--- config.mk ---
export PLATFORM = sky130hd
export DESIGN_NAME = page_window_mapper
export DESIGN_NICKNAME = d
export VERILOG_FILES = /design/src/rtl/pwm_pkg.sv /design/src/rtl/pwm_ctrl_regs.sv /design/src/rtl/pwm_bank_table.sv /design/src/rtl/page_window_mapper.sv
export SDC_FILE = /design/constraint.sdc
export NUM_CORES = 1
export LEC_CHECK = 0
export BUFFER_PORTS_ARGS = -buffer_cell sky130_fd_sc_hd__buf_2
export CORE_ASPECT_RATIO = 0.8
export CORE_MARGIN = 3
export CORE_UTILIZATION = 43
export CTS_CLUSTER_DIAMETER = 120
export DETAILED_ROUTE_END_ITERATION = 12
export GPL_ROUTABILITY_DRIVEN = 1
export PLACE_DENSITY = 0.89
export REMOVE_ABC_BUFFERS = 1
export SLEW_MARGIN = 20
export SYNTH_ARGS = -nofsm -noshare
export SYNTH_HDL_FRONTEND = slang
export SYNTH_SLANG_ARGS = --single-unit
--- constraint.sdc ---
create_clock -name clk -period 2.7 [get_ports clk]
set_clock_uncertainty 0.1 [all_clocks]
set_input_delay 0.27 -clock clk [delete_from_list [all_inputs] [get_ports clk]]
set_output_delay 0.27 -clock clk [all_outputs]
set_load 0.05 [all_outputs]
--- src/rtl/pwm_pkg.sv ---
// Shared definitions for the paged memory window mapper.
// Assumes a single port-select bit that picks one of two write targets.
package pwm_pkg;
    typedef enum logic {
        SEL_BANK   = 1'b0,
        SEL_ROMOFF = 1'b1
    } port_sel_e;

    localparam int LINEAR_CODES = 5;   // codes below this follow 3n+1.. arithmetic
    localparam int CODE_SPLIT   = 5;   // preset arrangement, shared low blocks
    localparam int CODE_HOLE    = 6;   // arrangement with an unmapped window
    localparam int CODE_ALT     = 7;   // preset arrangement, alternate middle block
endpackage

--- src/rtl/pwm_ctrl_regs.sv ---
// Control registers of the window mapper: the bank code and the sticky ROM-off flag.
// Assumes one write strobe per cycle, targeted by port_sel; synchronous active-low reset.
module pwm_ctrl_regs
    import pwm_pkg::*;
#(
    parameter int DATA_W = 8,
    parameter int CODE_W = 3
) (
    input  logic              clk,
    input  logic              rst_n,
    input  logic              port_wr,
    input  logic              port_sel,
    input  logic [DATA_W-1:0] port_data,
    output logic [CODE_W-1:0] bank_code,
    output logic              rom_off
);
    logic unused_hi_bits;
    assign unused_hi_bits = ^port_data[DATA_W-1:CODE_W];

    // Bank code register: loads only the low code bits on a bank port write.
    always_ff @(posedge clk) begin
        if (!rst_n)
            bank_code <= '0;
        else if (port_wr && port_sel == SEL_BANK)
            bank_code <= port_data[CODE_W-1:0];
    end

    // ROM-off flag: set by any ROM-off port write, cleared only by reset.
    always_ff @(posedge clk) begin
        if (!rst_n)
            rom_off <= 1'b0;
        else if (port_wr && port_sel == SEL_ROMOFF)
            rom_off <= 1'b1;
    end

    // once set, the flag stays set until reset
    p_rom_sticky_r6: assert property (@(posedge clk) disable iff (!rst_n)
        rom_off |=> rom_off);
    // a ROM-off port write always leaves the flag set
    p_rom_set_r6: assert property (@(posedge clk) disable iff (!rst_n)
        (port_wr && port_sel == SEL_ROMOFF) |=> rom_off);
    // a bank write loads exactly the low data bits
    p_code_load_r8: assert property (@(posedge clk) disable iff (!rst_n)
        (port_wr && port_sel == SEL_BANK) |=> bank_code == $past(port_data[CODE_W-1:0]));
    // without a bank write the code holds
    p_code_hold_r10: assert property (@(posedge clk) disable iff (!rst_n)
        !(port_wr && port_sel == SEL_BANK) |=> $stable(bank_code));
endmodule

--- src/rtl/pwm_bank_table.sv ---
// Preset arrangement table: gives, for a bank code, the RAM block of every window
// and whether the window is a hole. The last window is fixed on FIXED_BLOCK.
// Assumes NWIN windows, of which the lower NWIN-1 are banked.
module pwm_bank_table
    import pwm_pkg::*;
#(
    parameter int CODE_W      = 3,
    parameter int BLK_W       = 5,
    parameter int NWIN        = 4,
    parameter int FIXED_BLOCK = 0
) (
    input  logic [CODE_W-1:0]           code,
    output logic [NWIN-1:0][BLK_W-1:0] blk,
    output logic [NWIN-1:0]             hole
);
    localparam int NBANKED = NWIN - 1;

    localparam logic [BLK_W-1:0] SPLIT_TAB [3] = '{BLK_W'(1),  BLK_W'(2),  BLK_W'(13)};
    localparam logic [BLK_W-1:0] HOLE_TAB  [3] = '{BLK_W'(14), BLK_W'(15), BLK_W'(0)};
    localparam logic [BLK_W-1:0] ALT_TAB   [3] = '{BLK_W'(1),  BLK_W'(4),  BLK_W'(13)};

    for (genvar gw = 0; gw < NWIN; gw++) begin : g_win
        if (gw == NWIN - 1) begin : g_fixed
            // Fixed window: independent of the bank code.
            always_comb begin
                blk[gw]  = BLK_W'(FIXED_BLOCK);
                hole[gw] = 1'b0;
            end
        end else begin : g_banked
            // Banked window: arithmetic for the linear codes, presets for the rest.
            always_comb begin
                hole[gw] = 1'b0;
                blk[gw]  = BLK_W'(int'(code) * NBANKED + gw + 1);
                if (int'(code) >= LINEAR_CODES) begin
                    case (int'(code))
                        CODE_SPLIT: blk[gw] = SPLIT_TAB[gw];
                        CODE_HOLE: begin
                            blk[gw]  = HOLE_TAB[gw];
                            hole[gw] = (gw == NBANKED - 1);
                        end
                        default:   blk[gw] = ALT_TAB[gw];
                    endcase
                end
            end
        end
    end
endmodule

--- src/rtl/page_window_mapper.sv ---
// Paged memory window mapper top: splits the CPU address into window and offset,
// picks ROM or the banked RAM block, and forms the physical address.
// Assumes cpu_addr and cpu_wr are stable for the cycle; mapping is combinational
// from registered state, so port writes take effect on the following cycle.
module page_window_mapper
    import pwm_pkg::*;
#(
    parameter int ADDR_W    = 16,
    parameter int WIN_W     = 2,
    parameter int DATA_W    = 8,
    parameter int CODE_W    = 3,
    parameter int BLK_W     = 5,
    parameter int ROM_BLOCK = 16
) (
    input  logic                       clk,
    input  logic                       rst_n,
    input  logic                       port_wr,
    input  logic                       port_sel,
    input  logic [DATA_W-1:0]          port_data,
    input  logic [ADDR_W-1:0]          cpu_addr,
    input  logic                       cpu_wr,
    output logic [BLK_W-1:0]           phys_block,
    output logic [BLK_W+ADDR_W-WIN_W-1:0] phys_addr,
    output logic                       rom_sel,
    output logic                       open_bus
);
    localparam int OFF_W = ADDR_W - WIN_W;
    localparam int NWIN  = 1 << WIN_W;

    logic [CODE_W-1:0]          bank_code;
    logic                       rom_off;
    logic [NWIN-1:0][BLK_W-1:0] tab_blk;
    logic [NWIN-1:0]            tab_hole;
    logic [WIN_W-1:0]           win;

    pwm_ctrl_regs #(.DATA_W(DATA_W), .CODE_W(CODE_W)) u_regs (
        .clk       (clk),
        .rst_n     (rst_n),
        .port_wr   (port_wr),
        .port_sel  (port_sel),
        .port_data (port_data),
        .bank_code (bank_code),
        .rom_off   (rom_off)
    );

    pwm_bank_table #(.CODE_W(CODE_W), .BLK_W(BLK_W), .NWIN(NWIN), .FIXED_BLOCK(0)) u_tab (
        .code (bank_code),
        .blk  (tab_blk),
        .hole (tab_hole)
    );

    assign win = cpu_addr[ADDR_W-1:OFF_W];

    // Window select: boot ROM for low-window reads while enabled, else the table.
    always_comb begin
        if (win == '0 && !cpu_wr && !rom_off) begin
            phys_block = BLK_W'(ROM_BLOCK);
            rom_sel    = 1'b1;
            open_bus   = 1'b0;
        end else begin
            phys_block = tab_blk[win];
            rom_sel    = 1'b0;
            open_bus   = tab_hole[win];
        end
    end

    // Physical address: block number above the in-window offset.
    assign phys_addr = {phys_block, cpu_addr[OFF_W-1:0]};

    // the top window is always RAM block 0
    p_top_window_r1: assert property (@(posedge clk) disable iff (!rst_n)
        (win == WIN_W'(NWIN - 1)) |-> (phys_block == '0 && !rom_sel && !open_bus));
    // a hole only appears for code 6, window 2
    p_hole_only_r4: assert property (@(posedge clk) disable iff (!rst_n)
        open_bus |-> (int'(bank_code) == CODE_HOLE && win == WIN_W'(2) && !rom_sel));
    // low-window reads stay on ROM while it is enabled
    p_rom_read_r7: assert property (@(posedge clk) disable iff (!rst_n)
        (!rom_off && win == '0 && !cpu_wr) |-> (rom_sel && phys_block == BLK_W'(ROM_BLOCK)));
    // writes never select the ROM
    p_wr_no_rom_r9: assert property (@(posedge clk) disable iff (!rst_n)
        cpu_wr |-> !rom_sel);
endmodule

# Word-level counts from Yosys, hierarchy flattened
# Index checks and enable logic that the tools add are counted.
[op_classes]
add_sub_neg = 4
n_mul = 1
div = 0
order_cmp = 2
n_eq_ne = 2
n_shift = 0
mux = 15
n_bitwise = 1
reduce_logical = 7
[op_table]
columns = ["cell", "count"]
rows = [
  ["2-to-1 mux 5 bit", 5],
  ["adder 5 x 2 -> 5 bit, second input constant", 2],
  ["binary-select mux 5 bit (select 2 bit)", 1],
  ["2-to-1 mux 4 bit", 2],
  ["case mux 4 bit (2 select lines)", 1],
  ["equality test 3 bit, second input constant", 2],
  ["adder 5 x 1 -> 5 bit, second input constant", 1],
  ["adder 5 x 3 -> 5 bit, second input constant", 1],
  ["multiplier 3 x 2 -> 5 bit, second input constant", 1],
  ["2-to-1 mux 1 bit", 5],
  ["logical AND 1 bit", 4],
  ["greater-or-equal comparator 3 bit, second input constant", 1],
  ["less-than comparator 2 x 3 -> 1 bit, second input constant", 1],
  ["binary-select mux 1 bit (select 2 bit)", 1],
  ["zero test 1 bit", 2],
  ["zero test 2 bit", 1],
  ["NOT 1 bit", 1],
]
[word_totals]
reg_bits = 4
latchBits = 0
ram_bits = 0
rom_bits = 0
inputBits = 29
out_inout_bits = 26
memories = 0

# Logic depth before layout (Yosys ltp)
# Gate-level depths: netlist of the first run.
[logic_depth]
word_depth = 7
mapped_depth = 9

# By module
# From an unflattened synthesis of the first run, not the netlist that was laid out.
[hier_totals]
hier_cells = 118
hier_area_um2 = 1046.0
[by_module_without_submodules]
columns = ["mod", "n_inst", "cells_each", "area_each_um2"]
rows = [
  ["pwm_bank_table", 1, 67, 515.5],
  ["page_window_mapper", 1, 35, 372.9],
  ["pwm_ctrl_regs", 1, 16, 157.7],
]

# Worst setup path before layout of the first run
# No wires, ideal clock.
[synth_path]
kind = "register to output"
startpoint = "reg u_regs.bank_code[0]"
endpoint = "out phys_block[0]"
arrival_ns = 3.257
required_time_ns = 2.330
slack_ns = -0.927
stages_incl_launch_ff = 8
n_path_buf = 2
path_cell_list = "dfxtp_1 buf_6 inv_1 ha_1 nand2_1 a21oi_1 o41ai_1 buf_4"
[synth_via]
elab_chain_len = 7
word_cells_on_any_way = 17
[synth_rtl]
columns = ["element", "line", "rtl"]
rows = [
  ["start, declared", "pwm_ctrl_regs.sv:14", "output logic [CODE_W-1:0] bank_code,"],
  ["start signal, assigned", "pwm_ctrl_regs.sv:25", "bank_code <= port_data[CODE_W-1:0];"],
  ["multiplier 3 x 2 -> 5 bit", "pwm_bank_table.sv:33", "blk[gw] = BLK_W'(int'(code) * NBANKED + gw + 1);"],
  ["adder 5 x 1 -> 5 bit / adder 5 x 3 -> 5 bit (equally long branches)", "pwm_bank_table.sv:33", ""],
  ["adder 5 x 2 -> 5 bit", "pwm_bank_table.sv:33", ""],
  ["2-to-1 mux 5 bit", "pwm_bank_table.sv:34", "if (int'(code) >= LINEAR_CODES) begin"],
  ["binary-select mux 5 bit (select 2 bit) *", "page_window_mapper.sv:61", "phys_block = tab_blk[win];"],
  ["2-to-1 mux 5 bit (not written as such) *", "page_window_mapper.sv:61", ""],
  ["2-to-1 mux 5 bit *", "page_window_mapper.sv:56", "if (win == '0 && !cpu_wr && !rom_off) begin"],
  ["end, declared", "page_window_mapper.sv:22", "output logic [BLK_W-1:0] phys_block,"],
]
# Every way passes the cells marked *; elsewhere a longest branch is shown, timed or not. The select of a mux whose other input is x is not followed.

# Worst setup path in the final report of the first run
[layout_path]
startpoint = "reg u_regs.bank_code[1]"
endpoint = "out phys_block[3]"
# The elaborated chain is that of the path after synthesis.

==> summary.txt, run 1 <==
Power
  – Tot Pwr: roughly 0.35 mW
  – Sw Ratio: 0.4526
  – Power share of the combinational group: 0.599
  – Power Dens Cells: between 300 and 400 nW/µm²
  – NetSw: approximately 0.16 mW
  – Leakage power: 0.4107 nW
  – Int Power: roughly 0.19 mW
  – Clock Power Share: 0.212
  – Seq pwr share: 0.189
  – VDD IR max: ~0.27 mV

Routing
  – Vias per cell: approximately 5.8
  – DRC viols: 0
  – DRT iter0 DRCs: 24
  – Routed Antenna Nets: 0
  – Total Wirelength: between 2000 and 2500 µm
  – Drt wl/cell: 15.29 µm
  – Vias: about 830
  – First-pass detailed-route iteration total: 4

GRT
  – Routing usage on met2: 0.2523
  – Initial antenna violation count: 0
  – GRT overflow: 0
  – Largest net degree at the start of global routing: 15
  – GRT Overall Usage: 0.1592
  – Number of global-route vias before repair: 723
  – Global-route wire length before repair: 3312 µm
  – GRT Max-Usage Layer: met2
  – Global Route met3 Usage: 0.07143
  – M1 GR Usage: 0.1929

Critical path
  – Max incr delay on CP: 0.60 ns
  – Critical path launch point: u_regs.bank_code[1]
  – Worst setup EP type: output port
  – Cell Chain, Critical Path: ha_4 > fa_2 > nand3_2 > xor2_1 > a21oi_1 > nor2_1 > o311a_1 > buf_6
  – WP data arrival: roughly 2.3 ns
  – RR Startpoint: u_regs.bank_code[0]
  – CP max stage cell: fa_2
  – Kind of critical path: reg2out
  – Startpoint Class: register
  – CP Max Fanout: 4
  – WP data required: ~2.3 ns

CTS
  – CTS tree: built
  – CTS Sinks: 4
  – H-tree lvl count: 1
  – Clock transition at path regs: about 0.040 ns
  – # hold bufs at CTS: 0
  – Worst skew pair latency: roughly 0.23 ns
  – Num CTS Buffers: 3
  – Root buf cell: clkbuf_4
  – Clock buffer depth: 2

Synth
  – Yosys warns: 0
  – Yosys reg bits: 4
  – Synth cell types: 35
  – Syn_area_per_cell: 7.921 µm²
  – Register area share after synthesis: 0.08791
  – Netlist Area Pre-Place: approximately 900 µm²
  – Synth Instances: ~120

Run status
  – Status: finished, final reports clean

Place
  – GP Congestion: around 0.85
  – Placed instance area: 883.3 µm²
  – Port Buf Inserts: 21
  – Final HPWL DP: around 1600 µm

Timing
  – Worst Max-Slew Pin Slew: roughly 0.46 ns
  – Post-route setup TNS: 0 ns
  – Max Fclk: between 300 and 400 MHz
  – Crit share post-route: 0.9890
  – Final Hold Fails: 0
  – RSZ-0062 raised after global routing: true
  – Shortest period the worst path allows: ~2.7 ns
  – Max-slew headroom: 0.6872
  – Final number of setup-violating endpoints: 0
  – Fin. max-slew vios: 0

Floorplan
  – Core footprint: 1944 µm²
  – DIE HEIGHT: 47.17 µm
  – Die Wd: 57.46 µm
  – Initial Utilization: 0.4685
  – # rows: 14
  – Die area: about 2700 µm²
  – I/O pins: 55

Hold path
  – Worst hold path class: in2reg
  – Hold path start: port_data[1]

Layout
  – Share of cells above drive strength 1: 0.3833
  – Layout area overhead: 16.90%
  – NumNets Final: 160
  – Design area: about 1100 µm²
  – Ant. Diodes: 0

Run
  – Max-capacitance violation count: 0
## critical path: cells and delay by family (launching register included)
family / cells / cell delay [ns]
AOI/OAI and AO/OA: 2 / 0.47
DFF: 1 / 0.36
adders and majority gates: 2 / 0.76
and+or+nand+nor: 2 / 0.16
buffers and inverters: 1 / 0.17
xor gates and xnor gates: 1 / 0.15
## through the flow
step           hold slack [ns]    util  setup WS, ns  std cells
4_1_cts                 0.1805  0.5251      -0.02088        143
3_5_place_dp            0.4251  0.4543       0.06335        139
6_report                0.1846  0.5476       0.02976        144
5_1_grt                 0.2008  0.5476      -0.06402        144
2_1_floorplan           0.2982       -        -2.012         91
3_3_place_gp            0.4135  0.4543        0.1385        139
## layer usage
layer / share of wire / wire length, µm
met1: 0.43 / 944
met2: 0.47 / 1028
met3: 0.088 / 194
met4: 0.016 / 35
met5: 0 / 0
## power groups by stage
stage	combinational (mW)	sequential, mW	clock (mW)
floorplan	0.125	0.0705	0
global placement	0.168	0.0665	0
detailed placement	0.171	0.0668	0
CTS	0.197	0.0668	0.0764
global route	0.223	0.0666	0.0830
finish	0.211	0.0665	0.0747
## cell type report
type / instances / area [µm²]
Inverter: 3 / 11.26
Timing Repair Buffer: 26 / 195.2
Clock buffer: 3 / 22.52
Tap cell: 24 / 30.03
Multi-Input combinational cell: 84 / 720.7
Fill cell: 183 / 879.6
Sequential cell: 4 / 85.08
## path summary, 6_finish.rpt
path | endpoint | slack [ns] | cells after the start
worst max-delay path | phys_block[3] | 0.03 | 8
worst min-delay path | u_regs.bank_code[1] | 0.18 | 3
worst max register to register | u_regs.bank_code[0] | 1.50 | 5
worst min register to register | u_regs.rom_off | 0.48 | 2
## synthesized netlist by cell type, drive strengths merged
| cell type | number | area [µm²] |
|---|---|---|
| buf | 23 | 181.4 |
| a21oi | 11 | 55.05 |
| nor2 | 11 | 41.29 |
| ha | 8 | 100.1 |
| xnor2 | 7 | 80.08 |
| nor2b | 6 | 37.54 |
| dfxtp | 4 | 80.08 |
| nand2 | 4 | 15.01 |
| o21ai | 4 | 20.02 |
| inv | 3 | 11.26 |
| mux2i | 3 | 30.03 |
| o211ai | 3 | 22.52 |
| a211oi | 2 | 15.01 |
| a31oi | 2 | 12.51 |
| nand3 | 2 | 10.01 |
| nor3 | 2 | 10.01 |
| nor3b | 2 | 15.01 |
| nor4 | 2 | 12.51 |
| or3 | 2 | 12.51 |
| xor2 | 2 | 17.52 |
| a211o | 1 | 10.01 |
| a221o | 1 | 10.01 |
| a221oi | 1 | 26.28 |
| and2 | 1 | 6.260 |
| clkbuf | 1 | 3.750 |
| fa | 1 | 20.02 |
| nand2b | 1 | 6.260 |
| nor4b | 1 | 15.01 |
| o22ai | 1 | 6.260 |
| o311a | 1 | 10.01 |
| o31a | 1 | 8.760 |
| o41ai | 1 | 8.760 |
## repair_timing
item | 4_1_cts | 5_1_grt
setup endpoints to repair | 6 | 8
setup buffers | 1 | 1
gates resized for setup | 23 | 8
pin swaps | 5 | 3
## flip-flops by register name, indices dropped and copies added, names as in the netlist
register / cells
u_regs.bank_code: 3
u_regs.rom_off: 1
## cells in the final DEF, fill, tap and decap left out, drive strengths merged, types with 3 or more instances in the layout
| cell type | instances |
|---|---|
| nor2b | 6 |
| inv | 3 |
| nor2 | 11 |
| ha | 8 |
| clkbuf | 4 |
| dfxtp | 4 |
| o21ai | 4 |
| a21oi | 11 |
| buf | 25 |
| xnor2 | 7 |
| o211ai | 3 |
| nand2 | 4 |
| mux2i | 3 |
## logic make-up (layout without fill, tap and decap cells)
logic type               count (synthesis)  in the layout  synth area share
AO/OA/AOI/OAI                           29             29            0.2253
flip-flops                               4              4           0.08792
buffers and inverters                   27             32            0.2157
XOR/XNOR                                 9              9            0.1071
adder cells (fa/ha/maj)                  9              9            0.1319
AND/OR/NAND/NOR                         34             34            0.1992
multiplexers                             3              3           0.03297
(Power assumes the default switching activity.)
==> inputs of run 2 (changes only) <==
Settings changed: SETUP_SLACK_MARGIN set to 0.4.
==> run 2 against run 1 <==
Net effect:
- total power up 3.5%
- flip-flop and latch count unchanged
- critical path depth unchanged
- routed wire length up 5.1%
- utilization up 3.8 points
- worst setup slack better by 0.0061 ns
- via count up 4.7%
- non-clock buffer count up 4
- hold slack better by 0.0043 ns
- global-route usage up 0.76 points
- critical path type unchanged
==> summary.txt, run 2 (synthesis results as in run 1) <==
Critical path
  – Startpoint Class: register
  – Critical Path End: phys_block[3]
  – WP data required: between 2 and 2.5 ns
  – Worst flop-to-flop path endpoint: u_regs.bank_code[0]
  – WP data arrival: between 2 and 2.5 ns
  – Kind of critical path: reg2out
  – Register-to-Register Path Depth: 7
  – Cell family with most CP delay: adder cells
  – Critical path depth: 8
  – Bufs and invs on worst path: 1
  – CP Max Fanout: 4
  – CP max stage cell: fa_2
  – Worst setup EP type: output port
  – Critical path launch point: u_regs.bank_code[1]
  – Max incr delay on CP: ~0.60 ns
  – RR Startpoint: u_regs.bank_code[0]
  – Cell Chain, Critical Path: ha_4 > fa_2 > nand3_2 > xor2_1 > a21oi_1 > nor2_1 > o311a_1 > buf_6
  – Reg2reg setup slack: between 1 and 1.5 ns

Timing
  – RSZ-0062 raised after global routing: true
  – Hold Slack: 0.1888 ns
  – Worst Max-Slew Pin Slew: 0.4340 ns
  – Crit share post-route: 0.9867
  – Final worst slack: 0.03591 ns
  – Final number of setup-violating endpoints: 0
  – Max-slew headroom: 0.7080
  – Shortest period the worst path allows: between 2 and 3 ns
  – Max Fclk: ~380 MHz
  – Fin. max-slew vios: 0
  – Final Hold Fails: 0

Layout
  – Layout area overhead: 25.00%
  – Design area: 1139 µm²
  – Register with the most flip-flops: u_regs.bank_code
  – Final core utilization: 0.5856
  – Commonest cells after routing, fill and taps aside: nor2_1 (11), buf_2 (11), buf_4 (11)
  – NumNets Final: ~160
  – Ant. Diodes: 0
  – Share of cells above drive strength 1: 0.4597
  – Biggest regs: u_regs.bank_code (3), u_regs.rom_off (1)
  – Largest register FFs: 3

Power
  – Tot Pwr: approximately 0.36 mW
  – Power Dens Cells: around 320 nW/µm²
  – NetSw: 0.1620 mW
  – Clock Power Share: 0.201
  – Power share of the combinational group: 0.616
  – Leakage power: between 0.4 and 0.5 nW
  – Int Power: slightly above 0.2 mW
  – Seq pwr share: 0.183
  – Sw Ratio: 0.4443
  – VDD IR max: 0.2675 mV

Floorplan
  – Die Wd: 57.46 µm
  – I/O pins: 55
  – Core footprint: ~2000 µm²
  – DIE HEIGHT: between 40 and 50 µm
  – Die area: around 2700 µm²
  – Initial Utilization: 0.4685
  – # rows: 14

CTS
  – Root buf cell: clkbuf_4
  – H-tree lvl count: 1
  – Worst skew pair latency: between 0.2 and 0.25 ns
  – Clock buffer depth: 2
  – Num CTS Buffers: 3
  – # hold bufs at CTS: 0
  – Clock transition at path regs: 0.04 ns
  – CTS tree: built
  – CTS Sinks: 4

Hold path
  – Hold path start: port_data[1]
  – Worst hold path class: in2reg

Routing
  – Vias per cell: around 6
  – Routed Antenna Nets: 0
  – Drt wl/cell: ~16 µm
  – DRC viols: 0
  – DRT iter0 DRCs: 29
  – Total Wirelength: around 2300 µm
  – Vias: 870
  – First-pass detailed-route iteration total: 4

GRT
  – Number of global-route vias before repair: ~740
  – GRT Max-Usage Layer: met2
  – Largest net degree at the start of global routing: 15
  – M1 GR Usage: 0.2090
  – GRT overflow: 0
  – Global Route met3 Usage: 0.07143
  – Initial antenna violation count: 0
  – Routing usage on met2: 0.2658
  – Global-route wire length before repair: approximately 3500 µm
  – GRT Overall Usage: 0.1669

Place
  – Final HPWL DP: about 1600 µm
  – GP Congestion: roughly 0.85
  – Place WS: between 0.06 and 0.07 ns
  – Port Buf Inserts: 21
  – Placed instance area: a little under 900 µm²

Run status
  – Status: finished, final reports clean

Run
  – Max-capacitance violation count: 0
[run 2: stage by stage]
| step | TNS [ns] | cells |
|---|---|---|
| 6_report | 0 | 148 |
| 5_1_grt | -0.3611 | 148 |
| 4_1_cts | -0.07542 | 145 |
| 3_5_place_dp | 0 | 139 |
| 3_3_place_gp | 0 | 139 |
| 2_1_floorplan | -8.565 | 91 |
[run 2: worst min-delay path, delay by kind of cell]
| kind | cells | cell delay [ns] |
|---|---|---|
| buffers and inverters | 1 | 0.07 |
| AO/OA/AOI/OAI | 1 | 0.05 |
| AND/OR/NAND/NOR | 1 | 0.09 |
[run 2: how the worst min path moves through the flow]
stage	to	slack, ns	cells after the start
final	u_regs.bank_code[1]	0.19	3
after global routing	u_regs.bank_code[0]	0.20	2
after CTS	u_regs.bank_code[2]	0.18	2
after detailed placement	u_regs.bank_code[1]	0.43	3
after global placement	u_regs.bank_code[1]	0.41	2
after floorplan	u_regs.bank_code[0]	0.30	1
[run 2: cell type report]
type	instances	area, µm²
flip-flops and latches	4	85.08
inverters	3	15.01
fillers	166	805.8
multi-input cells	84	742.0
clock buffers	3	22.52
well taps	24	30.03
repair buffers	30	244.0
[run 2: repair_timing]
action / CTS / global route
setup buffers: 3 / 3
pin swaps: 7 / 4
gates resized for setup: 36 / 9
endpoints found under the setup margin: 10 / 10
[run 2: per-layer routing]
layer	wire length (µm)	vias up
met5	0	-
met2	1096	50
met1	937	408
met4	35	0
met3	246	4
li1	-	408
[run 2: power by group through the flow]
stage | Combinational, mW | Sequential, mW | Clock (mW)
after floorplan | 0.125 | 0.0705 | 0
after global placement | 0.168 | 0.0665 | 0
after detailed placement | 0.171 | 0.0668 | 0
after CTS | 0.208 | 0.0669 | 0.0764
after global routing | 0.237 | 0.0670 | 0.0831
final | 0.225 | 0.0668 | 0.0732
==> inputs of run 3 (changes only) <==
Settings changed: CELL_PAD_IN_SITES_DETAIL_PLACEMENT set to 0, CELL_PAD_IN_SITES_GLOBAL_PLACEMENT set to 1, CORE_UTILIZATION 43 to 29, PLACE_DENSITY 0.89 to 0.88, SETUP_SLACK_MARGIN 0.4 to 0.1.
==> run 3 against run 2 <==
Net effect:
- sequential power about the same
- sequential share of layout area shrank 0.28 points
- register-to-register slack gained 0.08 ns
- combinational power hardly changed
- the flow now finishes with violations (negative setup slack)
- flip-flop and latch count did not move
- clock power up 71%
- utilization fell by 19 points
- clock-buffer cell count unchanged
- die area increased by 42%
- highest routed layer is now met3
- total power increased by 14%
- final cell count up 10%
- global-route usage is 4.5 points lower
==> summary.txt, run 3 (synthesis results as in run 1) <==
Power
  – Seq pwr share: 0.161
  – Power share of the combinational group: 0.540
  – Sw Ratio: 0.4019
  – VDD IR max: 0.2486 mV
  – Power Dens Cells: between 300 and 400 nW/µm²
  – Tot Pwr: 0.4160 mW
  – Int Power: ~0.25 mW
  – NetSw: ~0.17 mW
  – Clock Power Share: 0.300
  – Leakage power: about 0.43 nW

Layout
  – Finished Layout Cells: between 150 and 200
  – Largest register FFs: 3
  – Design area: approximately 1100 µm²
  – Commonest cells after routing, fill and taps aside: nor2_1 (11), a21oi_1 (11), buf_2 (11), buf_4 (11), buf_6 (7)
  – Layout area overhead: 26.10%
  – Ant. Diodes: 0
  – Share of cells above drive strength 1: 0.4160
  – NumNets Final: between 150 and 200
  – Register with the most flip-flops: u_regs.bank_code
  – Biggest regs: u_regs.bank_code (3), u_regs.rom_off (1)

Routing
  – Total Wirelength: 2394 µm
  – First-pass detailed-route iteration total: 4
  – Vias per cell: 5.166
  – DRC viols: 0
  – Vias: between 800 and 900
  – Routed Antenna Nets: 0
  – DRT iter0 DRCs: 39
  – Drt wl/cell: 14.69 µm

Floorplan
  – Die area: just under 4000 µm²
  – Initial Utilization: 0.3172
  – I/O pins: 55
  – Die Wd: between 60 and 70 µm
  – DIE HEIGHT: ~56 µm
  – Core footprint: approximately 2900 µm²
  – # rows: 17

Place
  – Place WS: approximately 0.1 ns
  – GP Congestion: 0.8118
  – Placed instance area: ~900 µm²
  – Final HPWL DP: 1674 µm
  – Port Buf Inserts: 21
  – Inst Count DP: ~150

Run
  – Max-capacitance violation count: 0

GRT
  – Largest net degree at the start of global routing: 15
  – Number of global-route vias before repair: between 800 and 900
  – GRT overflow: 0
  – Global-route wire length before repair: 3670 µm
  – Initial antenna violation count: 0
  – GRT Overall Usage: 0.1221

Hold path
  – Worst hold path class: in2reg

Critical path
  – Worst setup EP type: output port
  – Bufs and invs on worst path: 3
  – WP data arrival: approximately 2.4 ns
  – Max incr delay on CP: around 0.63 ns
  – CP Max Fanout: 4
  – Kind of critical path: reg2out
  – Cell Chain, Critical Path: buf_6 > fa_2 > buf_12 > xnor2_4 > xnor2_1 > o21ai_1 > a211oi_2 > buf_6
  – Critical path's most frequent cell: buf_6
  – Startpoint Class: register
  – Cell family with most CP delay: adder cells
  – CP max stage cell: fa_2
  – WP data required: around 2.3 ns
  – Reg2reg setup slack: around 1.5 ns

Timing
  – Final number of setup-violating endpoints: 2
  – Fin. max-slew vios: 0
  – Worst Max-Slew Pin Slew: 0.4591 ns
  – Max-slew headroom: 0.6911
  – Shortest period the worst path allows: roughly 2.7 ns
  – Max Fclk: roughly 370 MHz
  – Final Hold Fails: 0
  – RSZ-0062 raised after global routing: true
  – Hold Slack: roughly 0.21 ns
  – Crit share post-route: 1.008
  – Final worst slack: -0.02085 ns

CTS
  – H-tree lvl count: 1
  – Clock transition at path regs: about 0.03 ns
  – Worst skew pair latency: between 0.2 and 0.25 ns
  – Clock buffer depth: 2
  – CTS tree: built
  – Root buf cell: clkbuf_8
  – # hold bufs at CTS: 0
  – CTS Sinks: 4
  – Num CTS Buffers: 3

Run status
  – Failing checks: negative setup slack
  – Status: complete, but fails checks
-- run 3: changes by cell type in the layout (fill, tap and decap cells not counted), moves of 2 or more --
cell | before | now
clkbuf_4 | 3 | 1
buf_6 | 5 | 7
buf_8 | 2 | 0
ha_2 | 4 | 1
clkbuf_8 | 0 | 3
ha_1 | 2 | 4
-- run 3: layout make-up --
| class | count | area (µm²) |
|---|---|---|
| fillers | 287 | 1723 |
| multi-input cells | 84 | 721.9 |
| clock buffers | 3 | 41.29 |
| flip-flops and latches | 4 | 82.58 |
| well taps | 38 | 47.55 |
| inverters | 3 | 11.26 |
| repair buffers | 31 | 244.0 |
-- run 3: worst register-to-register path, stage by stage, from the launching register on --
cell	delay (ns)
dfxtp_2	0.32
buf_4	0.19
inv_1	0.22
nor2_1	0.08
a21oi_1	0.12
nor2b_1	0.06
-- run 3: power by group through the flow --
stage                     registers [mW]  clock network (mW)  logic [mW]
after CTS                         0.0666               0.129       0.202
after detailed placement          0.0663                   0       0.173
after global placement            0.0661                   0       0.171
after floorplan                   0.0705                   0       0.125
final                             0.0668               0.125       0.225
after global routing              0.0671               0.132       0.238
-- run 3: metal layers --
layer  share of wire  vias to the layer above  wire, µm  global-route usage
met4               0                        0         0             0.03683
met2            0.50                       34      1192              0.2027
li1                -                      407         -                   -
met3           0.073                        0       175             0.04444
met1            0.43                      401      1026              0.1427
met5               0                        -         0                   0
-- run 3: final timing paths --
kind	startpoint	end	cells after the start
setup / recovery	u_regs.bank_code[1]	phys_addr[16]	8
hold / removal	rst_n	u_regs.bank_code[1]	2
setup reg to reg	u_regs.bank_code[0]	u_regs.bank_code[0]	5
hold reg to reg	u_regs.rom_off	u_regs.rom_off	2
-- run 3: timing repair --
action                     4_1_cts  5_1_grt
resized for setup               22       17
pin swaps                        8        8
setup endpoints to repair        6       10
buffers inserted                 5        1
-- run 3: per-stage QoR --
| stage | setup TNS [ns] | utilization |
|---|---|---|
| 2_1_floorplan | -8.565 | - |
| 3_3_place_gp | 0 | 0.3163 |
| 3_5_place_dp | 0 | 0.3163 |
| 4_1_cts | 0 | 0.3739 |
| 5_1_grt | -0.4253 | 0.4000 |
| 6_report | -0.04099 | 0.4000 |
